$ cat src/rtl/mbl_pkg.sv
package mbl_pkg;
  typedef enum logic [1:0] {
    ST_WAIT = 2'd0,
    ST_LOAD = 2'd1,
    ST_GO   = 2'd2
  } ldr_state_e;
endpackage

$ cat src/rtl/mbl_port_bank.sv
module mbl_port_bank #(
  parameter int unsigned NUM_PORTS = 4,
  parameter int unsigned DW        = 8,
  parameter logic [DW-1:0] RDY0    = 8'hAA,
  parameter logic [DW-1:0] RDY1    = 8'hBB,
  localparam int unsigned PAW      = $clog2(NUM_PORTS)
) (
  input  logic                          clk_i,
  input  logic                          rst_ni,
  input  logic                          host_wr_i,
  input  logic                          host_rd_i,
  input  logic [PAW-1:0]                host_addr_i,
  input  logic [DW-1:0]                 host_wdata_i,
  output logic [DW-1:0]                 host_rdata_o,
  input  logic                          echo_we_i,
  input  logic [DW-1:0]                 echo_val_i,
  output logic [NUM_PORTS-1:0][DW-1:0]  in_q_o,
  output logic                          kick_o
);
  logic [DW-1:0] out_q [NUM_PORTS];

  for (genvar g = 0; g < NUM_PORTS; g++) begin : g_port
    localparam logic [DW-1:0] INIT = (g == 0) ? RDY0 : (g == 1) ? RDY1 : '0;

    always_ff @(posedge clk_i or negedge rst_ni) begin
      if (!rst_ni) in_q_o[g] <= '0;
      else if (host_wr_i && host_addr_i == PAW'(g)) in_q_o[g] <= host_wdata_i;
    end

    if (g == 0) begin : g_echo
      always_ff @(posedge clk_i or negedge rst_ni) begin
        if (!rst_ni)        out_q[g] <= INIT;
        else if (echo_we_i) out_q[g] <= echo_val_i;
      end
    end else begin : g_fixed
      assign out_q[g] = INIT;
    end
  end

  // port 0 write is the event that drives the loader
  always_ff @(posedge clk_i or negedge rst_ni) begin
    if (!rst_ni) kick_o <= 1'b0;
    else         kick_o <= host_wr_i && (host_addr_i == '0);
  end

  assign host_rdata_o = host_rd_i ? out_q[host_addr_i] : '0;
endmodule

$ cat src/rtl/mbl_load_ctrl.sv
module mbl_load_ctrl
  import mbl_pkg::*;
#(
  parameter int unsigned DW      = 8,
  parameter int unsigned AW      = 16,
  parameter logic [DW-1:0] KICK  = 8'hCC
) (
  input  logic          clk_i,
  input  logic          rst_ni,
  input  logic          kick_i,
  input  logic [DW-1:0] p0_i,
  input  logic [DW-1:0] p1_i,
  input  logic [DW-1:0] p2_i,
  input  logic [DW-1:0] p3_i,
  output logic          echo_we_o,
  output logic [DW-1:0] echo_val_o,
  output logic          blk_load_o,
  output logic [AW-1:0] blk_addr_o,
  output logic          byte_we_o,
  output logic [DW-1:0] byte_o,
  output logic          start_o,
  output logic [AW-1:0] entry_o
);
  ldr_state_e    state_q, state_d;
  logic [DW-1:0] cnt_q, cnt_d;
  logic [AW-1:0] entry_q, entry_d;
  logic          decode;

  assign blk_addr_o = AW'({p3_i, p2_i});
  assign byte_o     = p1_i;
  assign echo_val_o = p0_i;

  always_comb begin
    state_d    = state_q;
    cnt_d      = cnt_q;
    entry_d    = entry_q;
    echo_we_o  = 1'b0;
    blk_load_o = 1'b0;
    byte_we_o  = 1'b0;
    decode     = 1'b0;
    if (kick_i) begin
      unique case (state_q)
        ST_WAIT: if (p0_i == KICK) begin
          echo_we_o = 1'b1;
          decode    = 1'b1;
        end
        ST_LOAD: begin
          echo_we_o = 1'b1;
          if (p0_i == cnt_q) begin
            byte_we_o = 1'b1;
            cnt_d     = cnt_q + 1'b1;
          end else begin
            decode = 1'b1;
          end
        end
        default: ;
      endcase
    end
    if (decode) begin
      if (p1_i != '0) begin
        blk_load_o = 1'b1;
        cnt_d      = '0;
        state_d    = ST_LOAD;
      end else begin
        entry_d = AW'({p3_i, p2_i});
        state_d = ST_GO;
      end
    end
  end

  always_ff @(posedge clk_i or negedge rst_ni) begin
    if (!rst_ni) begin
      state_q <= ST_WAIT;
      cnt_q   <= '0;
      entry_q <= '0;
    end else begin
      state_q <= state_d;
      cnt_q   <= cnt_d;
      entry_q <= entry_d;
    end
  end

  assign start_o = (state_q == ST_GO);
  assign entry_o = entry_q;
endmodule

$ cat src/rtl/mbl_ram_wr.sv
module mbl_ram_wr #(
  parameter int unsigned DW = 8,
  parameter int unsigned AW = 16
) (
  input  logic          clk_i,
  input  logic          rst_ni,
  input  logic          load_i,
  input  logic [AW-1:0] load_addr_i,
  input  logic          byte_we_i,
  input  logic [DW-1:0] byte_i,
  output logic          ram_we_o,
  output logic [AW-1:0] ram_addr_o,
  output logic [DW-1:0] ram_wdata_o
);
  logic [AW-1:0] ptr_q;

  always_ff @(posedge clk_i or negedge rst_ni) begin
    if (!rst_ni) begin
      ptr_q       <= '0;
      ram_we_o    <= 1'b0;
      ram_addr_o  <= '0;
      ram_wdata_o <= '0;
    end else begin
      ram_we_o <= byte_we_i;
      if (load_i) begin
        ptr_q <= load_addr_i;
      end else if (byte_we_i) begin
        ram_addr_o  <= ptr_q;
        ram_wdata_o <= byte_i;
        ptr_q       <= ptr_q + 1'b1;  // wraps at top of space
      end
    end
  end
endmodule

$ cat src/rtl/mbl_boot_rx.sv
module mbl_boot_rx #(
  parameter int unsigned NUM_PORTS = 4,
  parameter int unsigned DATA_W    = 8,
  parameter int unsigned ADDR_W    = 16,
  parameter logic [DATA_W-1:0] RDY0 = 8'hAA,
  parameter logic [DATA_W-1:0] RDY1 = 8'hBB,
  parameter logic [DATA_W-1:0] KICK = 8'hCC
) (
  input  logic                         clk_i,
  input  logic                         rst_ni,
  input  logic                         host_wr_i,
  input  logic                         host_rd_i,
  input  logic [$clog2(NUM_PORTS)-1:0] host_addr_i,
  input  logic [DATA_W-1:0]            host_wdata_i,
  output logic [DATA_W-1:0]            host_rdata_o,
  output logic                         ram_we_o,
  output logic [ADDR_W-1:0]            ram_addr_o,
  output logic [DATA_W-1:0]            ram_wdata_o,
  output logic                         start_o,
  output logic [ADDR_W-1:0]            entry_addr_o
);
  logic [NUM_PORTS-1:0][DATA_W-1:0] in_q;
  logic                kick;
  logic                echo_we;
  logic [DATA_W-1:0]   echo_val;
  logic                blk_load;
  logic [ADDR_W-1:0]   blk_addr;
  logic                byte_we;
  logic [DATA_W-1:0]   byte_d;

  mbl_port_bank #(
    .NUM_PORTS(NUM_PORTS), .DW(DATA_W), .RDY0(RDY0), .RDY1(RDY1)
  ) u_bank (
    .clk_i, .rst_ni, .host_wr_i, .host_rd_i, .host_addr_i, .host_wdata_i,
    .host_rdata_o,
    .echo_we_i (echo_we),
    .echo_val_i(echo_val),
    .in_q_o    (in_q),
    .kick_o    (kick)
  );

  mbl_load_ctrl #(.DW(DATA_W), .AW(ADDR_W), .KICK(KICK)) u_ctrl (
    .clk_i, .rst_ni,
    .kick_i    (kick),
    .p0_i      (in_q[0]),
    .p1_i      (in_q[1]),
    .p2_i      (in_q[2]),
    .p3_i      (in_q[3]),
    .echo_we_o (echo_we),
    .echo_val_o(echo_val),
    .blk_load_o(blk_load),
    .blk_addr_o(blk_addr),
    .byte_we_o (byte_we),
    .byte_o    (byte_d),
    .start_o,
    .entry_o   (entry_addr_o)
  );

  mbl_ram_wr #(.DW(DATA_W), .AW(ADDR_W)) u_wr (
    .clk_i, .rst_ni,
    .load_i     (blk_load),
    .load_addr_i(blk_addr),
    .byte_we_i  (byte_we),
    .byte_i     (byte_d),
    .ram_we_o, .ram_addr_o, .ram_wdata_o
  );
endmodule

$ cat config.mk
export PLATFORM = sky130hd
export DESIGN_NAME = mbl_boot_rx
export DESIGN_NICKNAME = d
export VERILOG_FILES = /design/src/rtl/mbl_pkg.sv /design/src/rtl/mbl_port_bank.sv /design/src/rtl/mbl_load_ctrl.sv /design/src/rtl/mbl_ram_wr.sv /design/src/rtl/mbl_boot_rx.sv
export SDC_FILE = /design/constraint.sdc
export NUM_CORES = 1
export LEC_CHECK = 0
export BUFFER_PORTS_ARGS = -buffer_cell sky130_fd_sc_hd__buf_2
export CORE_UTILIZATION = 40
export CTS_CLUSTER_DIAMETER = 80
export DETAILED_ROUTE_END_ITERATION = 8
export GPL_TIMING_DRIVEN = 1
export SYNTH_ARGS = -nofsm -noshare
export SYNTH_HDL_FRONTEND = slang
export SYNTH_SLANG_ARGS = --single-unit
$ cat constraint.sdc
create_clock -name clk_i -period 4.2 [get_ports clk_i]
set_input_delay 0 -clock clk_i [delete_from_list [all_inputs] [get_ports clk_i]]
set_output_delay 0 -clock clk_i [all_outputs]
set_load 0.02 [all_outputs]
# Yosys cells after proc, flatten, opt, wreduce, memory -nomap -nowiden
# Cells that the tools add are included.
[word_totals] regBits=108 latch_bits=0 ram_bits=0 mem_bits_ro=0 inputBits=14 out_inout_bits=50 elab_cells=59 memories=0
[classes] addsub=2 n_mul=0 div_mod_pow=0 order_cmp=1 n_eq_ne=7 shifts=0 muxes=23 bitwise=3 n_reduce_logical=10
[ops] cell="$mux 8" count=8
[ops] cell="$mux 16" count=2
[ops] cell="$add 16x1->16 const B" count=1
[ops] cell="$bmux 8 s2" count=1
[ops] cell="$mux 1" count=9
[ops] cell="$add 8x1->8 const B" count=1
[ops] cell="$eq 8x8->1" count=1
[ops] cell="$eq 8x8->1 const B" count=1
[ops] cell="$reduce_bool 8->1" count=1
[ops] cell="$eq 2x2->1 const B" count=3
[ops] cell="$eq 2x1->1 const B" count=2
[ops] cell="$logic_and 1x1->1" count=4
[ops] cell="$logic_not 2->1" count=2
[ops] cell="$pmux 1 s2" count=2
[ops] cell="$reduce_and 2->1" count=2
[ops] cell="$ge 3x3->1 const B" count=1
[ops] cell="$not 2->3" count=1
[ops] cell="$mux 2" count=1
[ops] cell="$not 1->1" count=2
[ops] cell="$reduce_bool 2->1" count=1

# Logic depth before layout (Yosys ltp)
# Gate-level depths: netlist (run 1).
[logic_depth] depth_word=7 depth_mapped=9

# Hierarchy
# From an unflattened synthesis (run 1), not the netlist that was laid out.
[unflattened] hier_cells=394 hier_area_um2=5049.8
[modules_own_cells] mod="mbl_ram_wr" instances=1 cells_per_inst=154 area_each_um2=1800.5
[modules_own_cells] mod="mbl_port_bank" instances=1 cells_per_inst=104 area_each_um2=1629.1
[modules_own_cells] mod="mbl_load_ctrl" instances=1 cells_per_inst=136 area_each_um2=1620.3

# Least setup slack after synthesis (run 1)
# No wires, ideal clock.
[synth_path] path_type="reg-to-reg" start="register u_bank.in_q_o[5] in the netlist's numbering" end="register u_ctrl.entry_q[10], in the netlist u_ctrl.entry_o[10]" setup_ns=0.125 t_arrival_ns=1.924 path_slack_ns=2.151 stages_incl_launch_ff=8 n_path_buf=2 period_less_slack_ns=2.049 path_cell_list="dfrtp_1 -> nand4bb_4 -> o41ai_4 -> and2_1 -> buf_4 -> nand4_4 -> buf_6 -> mux2_4"
[synth_via] elab_chain_len=5 elab_cells_between_ends=7
[synth_lines] item="start, declared" line_no="mbl_port_bank.sv:17" source="output logic [NUM_PORTS-1:0][DW-1:0] in_q_o,"
[synth_lines] item="start signal, assigned by index" line_no="mbl_port_bank.sv:27" source="else if (host_wr_i && host_addr_i == PAW'(g)) in_q_o[g] <= host_wdata_i;"
[synth_lines] item="$eq 8x8->1, on equally long branches" line_no="mbl_load_ctrl.sv:49, mbl_load_ctrl.sv:43"
[synth_lines] item="$mux 1, on equally long branches" line_no="mbl_load_ctrl.sv:49, mbl_load_ctrl.sv:43"
[synth_lines] item="$pmux 1 s2 (*)" line_no="mbl_load_ctrl.sv:42" source="unique case (state_q)"
[synth_lines] item="$mux 1 (*)" line_no="mbl_load_ctrl.sv:41" source="if (kick_i) begin"
[synth_lines] item="$reduce_and 2->1 (no source line) (*)"
[synth_lines] item="end signal, assigned" line_no="mbl_load_ctrl.sv:79" source="entry_q <= entry_d;"
[synth_lines] item="end, declared" line_no="mbl_load_ctrl.sv:26" source="logic [AW-1:0] entry_q, entry_d;"
# Mark *: on every way between the ends. The rest lies on a longest branch, timed or not.
# A chain may end at the register's enable or synchronous reset.

# Final worst setup path (run 1)
[layout_path] start="register u_bank.in_q_o[5] in the netlist's numbering" end="register u_ctrl.entry_q[12], in the netlist u_ctrl.entry_o[12]"
# Same word-level chain as after synthesis.

==> flow_metrics.py, run 1 <==
metrics = {
    "drt": {
        "drt_iter0_markers": 194,
        "wl_per_cell_um": 17.4,
        "viasPerCell": 5.39,
        "dr.pass1.iters": 6,
        "drtAntennaViolNets": 0,
        "route.detailed.drc": 4,
        "routed_wl_mm": 10.9,
        "via_count": 3383,
    },
    "cts": {
        "clockBufferDepth": 2,
        "cts_buffers": 9,
        "cts_setup_buffers": 0,
        "clock_sinks": 108,
        "clkTransAtPathRegs_ns": 0.08,
        "cts_tree": "built",
        "cts_max_level": 3,
        "root_buffer": "clkbuf_16",
        "clk_latency_ns": 0.34,
        "ctsHoldBuffers": 7,
        "ctsResizeCount": 0,
    },
    "critical_path": {
        "max_stage_delay_ns": 0.50,
        "timing.rr.end": "u_ctrl.entry_o[12]",
        "crit_chain": "nand4bb_4, o41ai_4, and2_1, nand4_4, mux2_4",
        "start_kind": "flop",
        "crit_cells": 5,
        "reg2reg_depth": 5,
        "crit_fanout": 16,
        "worstSetupPathType": "flop to flop",
        "worst-path-buf-inv": 0,
        "cpLargestDelayFamily": "simple AND/OR/NAND/NOR gates",
        "arrival_ns": 2.77,
        "critPathCaptureType": "flop",
        "critPathCapture": "u_ctrl.entry_o[12]",
        "r2r-start": "u_bank.in_q_o[5]",
        "r2r_slack_ns": 1.65,
        "slowest_stage": "and2_1",
        "crit_start": "u_bank.in_q_o[5]",
        "required_ns": 4.42,
    },
    "yosys": {
        "synth-compound-area-share_pct": 5.93,
        "synth_cells": 413,
        "synth_seq_cells": 108,
        "synth_top_family_by_area": "simple AND/OR/NAND/NOR gates",
        "synth_top_area_share_pct": 53.6,
        "synthDistinctLibCells": 48,
        "ys_seq_area_share_pct": 55.8,
        "synth-xor-area-share_pct": 1.98,
        "synthAdderAreaFrac_pct": 0.515,
        "synth_top_area_cell": "dfrtp_1",
        "async_reset_ff_share_pct": 100,
        "netlist_area_sq_um": 4850,
        "synthMuxAreaShare_pct": 16.2,
        "synth_edf_count": 0,
        "yosysWarnings": 0,
        "avgSynthCellArea_sq_um": 11.8,
        "synthFlopType": "dfrtp_1",
        "synth_area_leaders": "dfrtp_1, mux2_2, nand2_1, mux2_4, a221o_1",
        "yosys.area_share.simple_pct": 17.7,
        "syn_nets": 429,
    },
    "floorplanning": {
        "dieWidth_um": 112,
        "core_sq_um": 11600,
        "die-area_sq_um": 12600,
        "die_h_um": 112,
        "rows": 39,
        "io_pins": 64,
        "start_util_pct": 41.8,
    },
    "place": {
        "dp_hpwl_mm": 7.53,
        "port_buffers": 63,
        "place_congestion": 0.817,
    },
    "grt": {
        "overflow": 0,
        "antenna_found_initial": 0,
        "grt_pass1_wl_mm": 18.1,
        "grt_pass1_vias": 3357,
        "grt.total_usage_pct": 18.3,
        "grt_max_degree": 81,
    },
    "sta": {
        "fin_crit_ns": 2.55,
        "period_share_pct": 60.8,
        "skew_ns": 0.0115,
        "drv_slew": 0,
        "setup-tns-final_ns": 0,
        "tightest_slew_ns": 0.998,
        "rsz0062_at_grt": "no",
        "max_slew_margin_pct": 33.5,
        "hold_viol": 0,
        "fmax_mhz": 391,
        "finalSetupViolations": 0,
    },
    "finish": {
        "drive_above_1_share_pct": 32.0,
        "syn2layout_area_growth_pct": 16.1,
        "nets": 496,
        "fill_cells": 1051,
        "utilization_pct": 48.5,
        "final_cell_mix": "dfrtp_1, nand2_1, buf_2",
        "seqCellArea_sq_um": 2710,
        "multiInputGateArea_sq_um": 2050,
        "diodes": 0,
        "layout_commonest_cell": "dfrtp_1",
    },
    "hold_path": {
        "hp-class": "input pin to flop",
    },
    "run_status": {
        "violations": "DRC",
        "status": "finished, violations left",
    },
    "power": {
        "power_density_nw_per_um2": 397,
        "vdd_drop_max_mv": 0.298,
        "p_leak_nw": 2.74,
    },
    "run": {
        "maxCapViolCount": 0,
    },
}
## worst reg2reg max path, stage by stage (launching register included)
cell and delay [ns]:
dfrtp_1 0.43, nand4bb_4 0.26, o41ai_4 0.38, and2_1 0.50, nand4_4 0.43, mux2_4 0.44
## cells in the mapped netlist (5+ instances only)
master    number
dfrtp_1      104
nand2_1       78
mux2_2        48
nor2_1        20
nand3_1       18
a221o_1       13
mux2_4        10
nor3_1         9
xnor2_1        9
clkbuf_1       8
a21oi_1        7
and3_1         7
nor3b_1        7
o21ai_0        6
mux2i_1        5
nand4_1        5
## layer usage
metal  part of all wire, %  vias up  global-route usage (%)
li1                      -     1606                       -
met5                     0        -                       0
met2                    46       89                    28.4
met4                  0.59        0                    3.73
met3                   4.4        5                    3.19
met1                    49     1683                    27.0
## registers in the layout, indices dropped and copies added (netlist names), 2 cells and up
name,count
u_bank.in_q_o,32
u_ctrl.entry_o,16
u_wr.ptr_q,16
u_wr.ram_addr_o,16
u_bank.out_q,8
u_ctrl.cnt_q,8
u_wr.ram_wdata_o,8
u_ctrl.state_q,2
## stage by stage
step	power, mW	instances	hold slack [ns]	area, sq um	worst slack (ns)
final	2.24	628	0.00860	5640	1.65
after global routing	2.33	628	0.0100	5640	1.45
after CTS	2.26	628	0.00880	5640	1.62
after detailed placement	1.45	605	0.243	5290	1.66
after global placement	1.44	605	0.231	5290	1.69
after floorplan	1.36	413	-0.296	4850	2.15
## kinds of logic after synthesis
| logic type | after synthesis |
|---|---|
| XOR/XNOR | 11 |
| buffers and inverters | 20 |
| AND/OR/NAND/NOR | 170 |
| AO/OA/AOI/OAI | 35 |
| adder cells (fa/ha/maj) | 2 |
| multiplexers | 67 |
| flip-flops | 108 |
## cell type report
type,instances,area share (%)
Tap cell,143,3.17
Clock inverter,6,0.844
Inverter,3,0.200
Multi-Input combinational cell,285,36.4
Sequential cell,108,48.0
Timing Repair Buffer,73,7.28
Clock buffer,10,4.06
## power breakdown
group / total, mW / internal (mW) / switching, mW
logic: 0.200 / 0.110 / 0.0898
clock network: 0.797 / 0.409 / 0.389
registers: 1.24 / 1.13 / 0.108
## how the worst min path moves through the flow
stage | slack (ns) | cells past startpoint | startpoint | to
floorplan | -0.30 | 0 | rst_ni | u_bank.in_q_o[0]
global placement | 0.23 | 1 | rst_ni | u_wr.ram_addr_o[7]
detailed placement | 0.24 | 1 | rst_ni | u_wr.ram_addr_o[7]
CTS | 0.009 | 2 | host_wdata_i[6] | u_bank.in_q_o[14]
global route | 0.01 | 2 | host_wdata_i[6] | u_bank.in_q_o[14]
finish | 0.009 | 2 | host_wdata_i[6] | u_bank.in_q_o[14]
Note: power is estimated with default switching activity, not from simulation.
==> run 2, diff against run 1 <==
clock period = 2.1 ns   (was 4.2 ns; I/O delays follow)
==> run 2 against run 1 <==
Net effect:
- the run still ends with DRC left
- clock power up 110%
- critical path depth is 2 higher
- total power increased by 110%
- worst setup slack worse by 1.6 ns
- sequential power rose by 98%
- maximum frequency rose by 24%
- via count is 5.1% higher
- global-route usage rose by 0.97 points
- flip-flop and latch count did not move
- sequential share of layout area is 3.1 points lower
- combinational power increased to 2.5 times the previous value
- register-to-register slack worse by 1.6 ns
- largest cell class unchanged
==> flow_metrics.py, run 2 (synthesis results as in run 1) <==
metrics = {
    "run_status": {
        "status": "finished, violations left",
        "violations": "DRC",
    },
    "finish": {
        "layout_commonest_cell": "dfrtp_1",
        "nets": 533,
        "largest_reg_flops": 32,
        "fill_cells": 1032,
        "final_cell_mix": "dfrtp_1, nand2_1, buf_2",
        "top_register": "u_bank.in_q_o",
        "utilization_pct": 51.9,
        "drive_above_1_share_pct": 38.3,
        "syn2layout_area_growth_pct": 24.3,
        "final-instance-count-excl-fill": 665,
        "diodes": 0,
    },
    "cts": {
        "clkTransAtPathRegs_ns": 0.08,
        "clock_sinks": 108,
        "cts_tree": "built",
        "clk_latency_ns": 0.35,
        "cts_buffers": 9,
        "cts_max_level": 3,
        "clockBufferDepth": 2,
        "root_buffer": "clkbuf_16",
    },
    "drt": {
        "via_count": 3554,
        "drtAntennaViolNets": 0,
        "viasPerCell": 5.34,
        "wl_per_cell_um": 17.6,
        "route.detailed.drc": 4,
        "routed_wl_mm": 11.7,
        "drt_iter0_markers": 190,
        "dr.pass1.iters": 6,
    },
    "grt": {
        "antenna_found_initial": 0,
        "met3_usage_pct": 4.32,
        "met1_usage_pct": 27.5,
        "grt.busiest_layer": "met2",
        "grt_max_degree": 43,
        "overflow": 0,
        "use_met2_pct": 29.9,
        "grt_pass1_wl_mm": 18.8,
        "grt.total_usage_pct": 19.3,
        "grt_pass1_vias": 3565,
    },
    "sta": {
        "fmax_mhz": 487,
        "finalSetupViolations": 0,
        "fin_crit_ns": 2.06,
        "period_share_pct": 97.9,
        "hold_viol": 0,
        "skew_ns": 0.0139,
        "drv_slew": 0,
        "tightest_slew_ns": 0.570,
        "max_slew_margin_pct": 62.0,
    },
    "critical_path": {
        "critPathCaptureType": "flop",
        "crit_fanout": 8,
        "worst-path-buf-inv": 2,
        "cpLargestDelayFamily": "simple AND/OR/NAND/NOR gates",
        "start_kind": "flop",
        "required_ns": 2.33,
        "max_stage_delay_ns": 0.45,
        "worstSetupPathType": "flop to flop",
        "crit_chain": "nand4bb_4, o41ai_4, buf_4, and2_4, nand4_4, clkbuf_16, mux2_4",
        "arrival_ns": 2.28,
        "slowest_stage": "dfrtp_2",
    },
    "place": {
        "dp_hpwl_mm": 8.29,
        "port_buffers": 63,
        "dp_cells": 636,
        "place_congestion": 0.855,
    },
    "floorplanning": {
        "start_util_pct": 41.8,
        "core_sq_um": 11600,
        "io_pins": 64,
        "die-area_sq_um": 12600,
        "rows": 39,
        "dieWidth_um": 112,
        "die_h_um": 112,
    },
    "run": {
        "maxCapViolCount": 0,
    },
    "hold_path": {
        "hp-class": "input pin to flop",
    },
    "power": {
        "totalPowerFinal_mw": 4.60,
        "p_leak_nw": 2.98,
        "vdd_drop_max_mv": 0.472,
        "power_density_nw_per_um2": 762,
    },
}
[run 2: changes by cell type in the layout (fill, tap and decap cells not counted), moves of 3 or more]
| cell | change |
|---|---|
| buf_4 | +28 |
| buf_6 | +3 |
| xnor2_1 | -3 |
| xnor2_2 | +3 |
[run 2: report_power, final]
group	total, mW	internal, mW	switching [mW]
combinational	0.504	0.277	0.227
sequential	2.45	2.26	0.191
clock	1.64	0.832	0.807
total	4.60	3.37	1.23
[run 2: per-layer routing]
| metal | wire length (um) | share of wire (%) | up-vias |
|---|---|---|---|
| li1 | - | - | 1677 |
| met1 | 5570 | 48 | 1771 |
| met2 | 5360 | 46 | 98 |
| met3 | 637 | 5.5 | 8 |
| met4 | 111 | 0.95 | 0 |
| met5 | 0 | 0 | - |
[run 2: final timing paths]
check | startpoint | end | slack (ns) | cells past startpoint
min in group asynchronous | rst_ni | u_wr.ram_wdata_o[6] | 0.20 | 2
max in group asynchronous | rst_ni | u_bank.out_q[29] | 1.23 | 3
worst max-delay path | u_bank.in_q_o[5] | u_ctrl.entry_o[7] | 0.04 | 7
worst min-delay path | host_addr_i[1] | u_bank.kick_o | 0.06 | 3
worst max register to register | u_bank.in_q_o[5] | u_ctrl.entry_o[7] | 0.04 | 7
worst min register to register | u_wr.ram_addr_o[8] | u_wr.ram_addr_o[8] | 0.47 | 2
[run 2: repair_timing]
item	4_1_cts	5_1_grt
hold buffers	9	0
cloned	0	2
buffers inserted	1	1
pin swaps	1	3
hold endpoints to repair	68	0
gates resized for setup	4	14
setup endpoints to repair	32	36
[run 2: through the flow]
| stage | worst slack, ns | cell area, sq um | hold WS (ns) | TNS (ns) |
|---|---|---|---|---|
| finish | 0.0448 | 6030 | 0.0609 | 0 |
| detailed placement | -0.120 | 5540 | 0.0355 | -2.43 |
| floorplan | 0.0509 | 4850 | -0.296 | 0 |
| CTS | -0.0155 | 5940 | 0.0490 | -0.0155 |
| global placement | -0.0761 | 5540 | 0.0277 | -1.17 |
| global route | -0.0264 | 6030 | 0.0750 | -0.187 |
[run 2: area by class of cell]
class                      instances  area [sq um]  area share [%]
sequential                       108          2710            44.9
clock inverter                     6          55.1           0.912
multi-input combinational        286          2100            34.9
timing repair buffer             109           739            12.3
clock buffer                      10           229            3.80
inverter                           3          16.3           0.270
tap                              143           179            2.97
[run 2: tightest hold or removal path: stages]
cell and delay (ns):
buf_2 0.12, nor3b_1 0.06, buf_4 0.17
